File: src/rtl/amp_guard.sv
module amp_guard #(
  parameter int CLK_HZ   = 250_000_000,
  parameter int DELAY_MS = 200
) (
  input  logic       clk,
  input  logic       rst_n,
  input  logic       mute_i,
  input  logic       rail_ov_i,
  input  logic       rail_uv_i,
  input  logic [1:0] oc_hi_i,
  input  logic [1:0] oc_lo_i,
  input  logic [1:0] clip_i,
  output logic       drive_en_o,
  output logic       hmute_o,
  output logic       overload_n_o
);
  localparam int DELAY_CYC = CLK_HZ / 1000 * DELAY_MS;
  localparam int CW = (DELAY_CYC > 1) ? $clog2(DELAY_CYC) : 1;

  logic [1:0] mute_sy;
  logic [1:0] rail_sy [2];
  logic [3:0] oc_sy   [2];
  logic [1:0] clip_sy [2];
  logic       mute_d;
  logic       oc_latch;
  logic       en_q;
  logic [CW-1:0] cnt;

  always_ff @(posedge clk or negedge rst_n) begin
    if (!rst_n) begin
      mute_sy <= 2'b11;
      rail_sy[0] <= '0; rail_sy[1] <= '0;
      oc_sy[0]   <= '0; oc_sy[1]   <= '0;
      clip_sy[0] <= '0; clip_sy[1] <= '0;
    end else begin
      mute_sy    <= {mute_sy[0], mute_i};
      rail_sy[0] <= {rail_ov_i, rail_uv_i};
      rail_sy[1] <= rail_sy[0];
      oc_sy[0]   <= {oc_hi_i, oc_lo_i};
      oc_sy[1]   <= oc_sy[0];
      clip_sy[0] <= clip_i;
      clip_sy[1] <= clip_sy[0];
    end
  end

  logic mute_s, rail_bad, oc_now, mute_rise, blocked;
  assign mute_s    = mute_sy[1];
  assign rail_bad  = |rail_sy[1];
  assign oc_now    = |oc_sy[1];
  assign mute_rise = mute_s & ~mute_d;
  assign blocked   = mute_s | rail_bad | oc_now | oc_latch;

  always_ff @(posedge clk or negedge rst_n) begin
    if (!rst_n) begin
      mute_d   <= 1'b1;
      oc_latch <= 1'b0;
    end else begin
      mute_d <= mute_s;
      if (oc_now)         oc_latch <= 1'b1;
      else if (mute_rise) oc_latch <= 1'b0;
    end
  end

  always_ff @(posedge clk or negedge rst_n) begin
    if (!rst_n) begin
      cnt  <= '0;
      en_q <= 1'b0;
    end else if (blocked) begin
      cnt  <= '0;
      en_q <= 1'b0;
    end else if (!en_q) begin
      if (cnt == CW'(DELAY_CYC - 1)) en_q <= 1'b1;
      else                           cnt  <= cnt + 1'b1;
    end
  end

  assign drive_en_o   = en_q;
  assign hmute_o      = ~en_q;
  assign overload_n_o = ~|clip_sy[1];

  a_r2_mute_forces_off: assert property (@(posedge clk) disable iff (!rst_n)
    mute_s |=> !drive_en_o);
  a_r3_rail_forces_off: assert property (@(posedge clk) disable iff (!rst_n)
    rail_bad |=> (!drive_en_o && hmute_o));
  a_r5_oc_sets_latch: assert property (@(posedge clk) disable iff (!rst_n)
    oc_now |=> oc_latch);
  a_r6_latch_holds: assert property (@(posedge clk) disable iff (!rst_n)
    (oc_latch && !mute_rise) |=> oc_latch);
  a_r7_enable_after_count: assert property (@(posedge clk) disable iff (!rst_n)
    $rose(drive_en_o) |-> ($past(cnt) == CW'(DELAY_CYC - 1)));
  a_r8_restart_on_block: assert property (@(posedge clk) disable iff (!rst_n)
    blocked |=> (cnt == '0));
endmodule

File: config.mk
export PLATFORM = sky130hd
export DESIGN_NAME = amp_guard
export DESIGN_NICKNAME = d
export VERILOG_FILES = /design/src/rtl/amp_guard.sv
export SDC_FILE = /design/constraint.sdc
export NUM_CORES = 1
export LEC_CHECK = 0
export ABC_CLOCK_PERIOD_IN_PS = 1900
export BUFFER_PORTS_ARGS = -buffer_cell sky130_fd_sc_hd__buf_2
export CAP_MARGIN = 20
export CORE_ASPECT_RATIO = 2
export CORE_MARGIN = 8
export CORE_UTILIZATION = 40
export DETAILED_ROUTE_END_ITERATION = 16
export RECOVER_POWER = 25
export SYNTH_ARGS = -nofsm -noshare
export SYNTH_HDL_FRONTEND = slang
export SYNTH_SLANG_ARGS = --single-unit
File: constraint.sdc
create_clock -name clk -period 1.9 [get_ports clk]
set_input_delay 0.095 -clock clk [delete_from_list [all_inputs] [get_ports clk]]
set_output_delay 0.095 -clock clk [all_outputs]
set_load 0.005 [all_outputs]
Word level (Yosys, flattened, before mapping)
Index checks and enable logic that the tools add are counted.

word-level totals
  flip-flop bits (word level) = 47
  input bits = 11

operators by class
  multiplexer cells = 8
  reduce and logical (&&, ||, !) cells = 6
  bitwise gates (word level) = 6
  equality and inequality tests = 3
  add/sub/neg operators = 1

operators with widths
  cell                   number
  $mux 26                3
  $add 26x1->26 const B  1
  $eq 26x26->1 const B   1
  $mux 1                 5
  $reduce_or 2->1        2
  $reduce_or 4->1        1
  $or 1x1->1             3
  $ne 2x1->1 const B     1
  $ne 2x2->1 const B     1
  $not 1->1              2
  $reduce_and 2->1       1
  $reduce_bool 2->1      1
  $and 1x1->1            1
  $logic_not 1->1        1

Depth between registers and ports, before layout
  depth after elaboration = 6
  gate-level depth with buffers = 7
  gate-level depth less buffers = 6

Worst setup path before layout
Ideal clock, no wire load.

  path type = reg-to-reg
  start = register cnt[18]
  end = register cnt[17]
  required time = 1.824 ns
  buffers on the path = 1
  data arrival time = 1.761 ns
  setup slack = 0.063 ns
  cell stages (with the launch flop) = 7
  clock period less this slack = 1.837 ns
  cell sequence = dfrtp_1 > or4b_4 > nor4_4 > a21o_4 > buf_8 > o31ai_1 > a21oi_2

on the way
  cells in the longest elaborated chain, start to end = 3

RTL lines
  item                               line  text
  start, declared                    27    logic [CW-1:0] cnt;
  start signal, assigned             73    else cnt <= cnt + 1'b1;
  $eq 26x26->1                       72    if (cnt == CW'(DELAY_CYC - 1)) en_q <= 1'b1;
  $ne 2x2->1 (no source line)        -
  $reduce_and 2->1 (no source line)  -

No other way between the ends.
A chain may end at the register's enable or synchronous reset.

Worst setup path in the final report
  start = register cnt[18]
  end = register cnt[9]

Same word-level chain as after synthesis.

==> impl_metrics.yaml <==
synthesis:
  netlist_area_um2: 2083
  syn_area_per_cell_um2: 10.85
  synth_area_leaders: "dfrtp_1 (53%), xnor2_1 (4.6%), dfstp_2 (3.8%)"
  yosys.area.top_type: "dfrtp_1"
  async_flop_share_pct: 100.0
  ys_ff_latch: 47
  netlist.area_leader.share_pct: 52.85
  syn_nets: 205
  yosysUniqueCellTypes: 41
  seq_area_frac_synth_pct: 56.64
  synth_edf_count: 0
  syn_inst: 192
  yosysWarnings: 0
  ys.flop_type: "dfrtp_1"
pwr:
  seqPwrFrac_pct: 59.9
  vdd_drop_max_uv: 735.7
  swShare_pct: 23.12
  intPower_mw: 1.319
  pwr-share-clk_pct: 37.0
  p_total_mw: 1.716
  power.density_nw_per_um2: 649.1
  combPwrFrac_pct: 3.0
  cellLeakagePower_nw: 1.103
  p_sw_mw: 0.3967
route:
  routed_wl_um: 4956
  remaining_drc_errors: 0
  ant_nets: 0
  drt-wirelength-per-cell_um: 16.25
  drt_iter0_markers: 33
  vias: 1659
  vias_per_cell: 5.439
  first_pass_iters: 4
critical_path:
  end_kind: "flop"
  startpoint_type: "flop"
  cp_data_required_time_ns: 2.09
  crit_fanout: 17
  critical_path_class: "flop to flop"
  worstPathArrival_ns: 2.08
sta:
  slew_violations: 0
  hold_violations: 0
  fin_tns_setup_ns: 0
  rsz0062_at_grt: "true"
  worst_slew_pin_slew_ns: 1.330
  setup_violations: 0
  finalClockSkew_ns: 0.01217
  fmax_ghz: 0.5278
  slew_headroom_pct: 11.31
  fin_hold_ws_ns: 0.3547
  period_minus_slack_ns: 1.895
  finalCritPeriodShare_pct: 99.73
placed_design:
  dp_hpwl_um: 3811
  port_buffers: 13
  placement.cell_area_um2: 2420
  dpl.cell_count: 287
  place.gp.congestion: 0.9349
cells_and_area:
  fillers: 501
  drive_gt1_share_pct: 29.15
  fin_cells: 305
  syn2layout_area_growth_pct: 26.91
  multi_input_area_um2: 870.8
  num_antenna_cells: 0
  nets: 259
  postLayoutCellArea_um2: 2644
  seq_area_um2: 1181
global_routing:
  overflow: 0
  antenna_found_initial: 0
  grt_pass1_vias: 1757
  grt_pass1_wl_um: 8100
  grt_max_degree: 25
  grt_usage_pct: 13.53
cts:
  clkSinkCount: 47
  clock_latency_ns: 0.31
  h-tree-depth: 2
  clk_path_buf_depth: 2
  cts_tree: "done"
  numCtsBuffers: 5
  cts-root-buf: "clkbuf_8"
  cts_setup_buffers: 0
  path_clk_slew_ns: 0.09
floorplanning:
  initial_core_util_pct: 40.91
  core_area_um2: 5092
  fp.dieH_um: 118.1
  rows: 37
  io_pins: 14
  die_area_um2: 7914
  fp.dieW_um: 67.03
run:
  maxCapViolations: 0
status:
  status: "complete, no violations"
hold_path:
  hold_path.class: "flop to flop"
## stage by stage
step,setup WS (ns),utilization (%)
after floorplan,0.06346,-
final,0.005169,51.92
after global placement,0.05284,47.52
after global routing,-0.08660,51.92
after CTS,0.003447,51.35
after detailed placement,0.008626,47.52
## layout make-up
class,count,area share [%]
inverter,8,1.136
clock inverter,3,0.9938
multi-input combinational,132,32.94
clock buffer,5,2.603
tap,58,2.745
sequential,47,44.68
timing repair buffer,52,14.91
## kinds of logic after synthesis
family          share of synthesized area [%]
fa+ha+maj                               1.201
simple gates                            25.11
flops                                   56.64
buf+inv                                 2.943
compound gates                          7.808
xor+xnor                                6.306
## power by group through the flow
stage / Sequential [mW] / Combinational (mW) / Clock (mW)
finish: 1.03 / 0.0522 / 0.635
global route: 1.03 / 0.0590 / 0.691
CTS: 1.03 / 0.0540 / 0.658
detailed placement: 1.05 / 0.0384 / 0
global placement: 1.05 / 0.0373 / 0
floorplan: 1.05 / 0.00220 / 0
## synth_stat cells (2+ instances only)
master / n
dfrtp_1: 44
nor2_1: 21
nand2_1: 15
nand4_1: 11
xnor2_1: 11
nand3_1: 10
inv_1: 8
a21oi_2: 6
nor3_1: 6
or3_1: 6
and3_1: 4
nor4_1: 4
o21ai_1: 4
xor2_1: 4
a21oi_1: 3
clkbuf_1: 3
dfstp_2: 3
o31ai_1: 3
and2_1: 2
ha_1: 2
or4_1: 2
## sequential cells by signal (all words and copies together), names as in the netlist
name        flops
cnt            26
oc_sy           8
clip_sy         4
rail_sy         4
mute_sy         2
drive_en_o      1
mute_d          1
oc_latch        1
## timing repair
action | 4_1_cts | 5_1_grt
endpoints found under the hold margin | 32 | 0
setup endpoints to repair | 3 | 13
hold buffers | 10 | 0
pin swaps | 2 | 0
resized for setup | 0 | 7
## worst max-delay path, stage by stage (launching register included)
cell and delay, ns:
dfrtp_1 0.39, or4b_4 0.55, nor4_4 0.36, a21o_4 0.28, or3_4 0.15, a21oi_2 0.05
## metal layers
| layer | GRT usage (%) | vias up | wire, µm |
|---|---|---|---|
| met5 | 0 | - | 0 |
| met4 | 9.881 | 0 | 282 |
| met3 | 2.860 | 19 | 153 |
| met2 | 23.96 | 37 | 2739 |
| met1 | 12.64 | 811 | 1781 |
| li1 | - | 792 | - |
## worst paths after layout
path                                from       end  slack, ns  cells past startpoint
min in group asynchronous          rst_n   cnt[13]       0.60                      2
worst max register to register   cnt[18]    cnt[9]      0.005                      5
max in group asynchronous          rst_n    mute_d       0.46                      3
worst min-delay path            oc_sy[7]  oc_sy[3]       0.35                      0
worst min register to register  oc_sy[7]  oc_sy[3]       0.35                      0
worst max-delay path             cnt[18]    cnt[9]      0.005                      5
## cell usage in the layout (no fill, tap or decap), drive strengths merged, types with 2 or more instances in the layout
cell         synthesis  routed
dfrtp               44      44
buf                  2      41
nor2                21      21
nand2               15      15
nand4               12      12
xnor2               11      11
nand3               10      10
dlygate4sd3          0      10
inv                  8      10
a21oi                9       9
nor3                 6       6
clkbuf               3       6
o21ai                6       6
or3                  6       6
nor4                 5       5
and3                 4       4
xor2                 4       4
or4                  3       3
o31ai                3       3
dfstp                3       3
and2                 2       2
ha                   2       2
No activity file was read; power rests on OpenSTA's default activity.
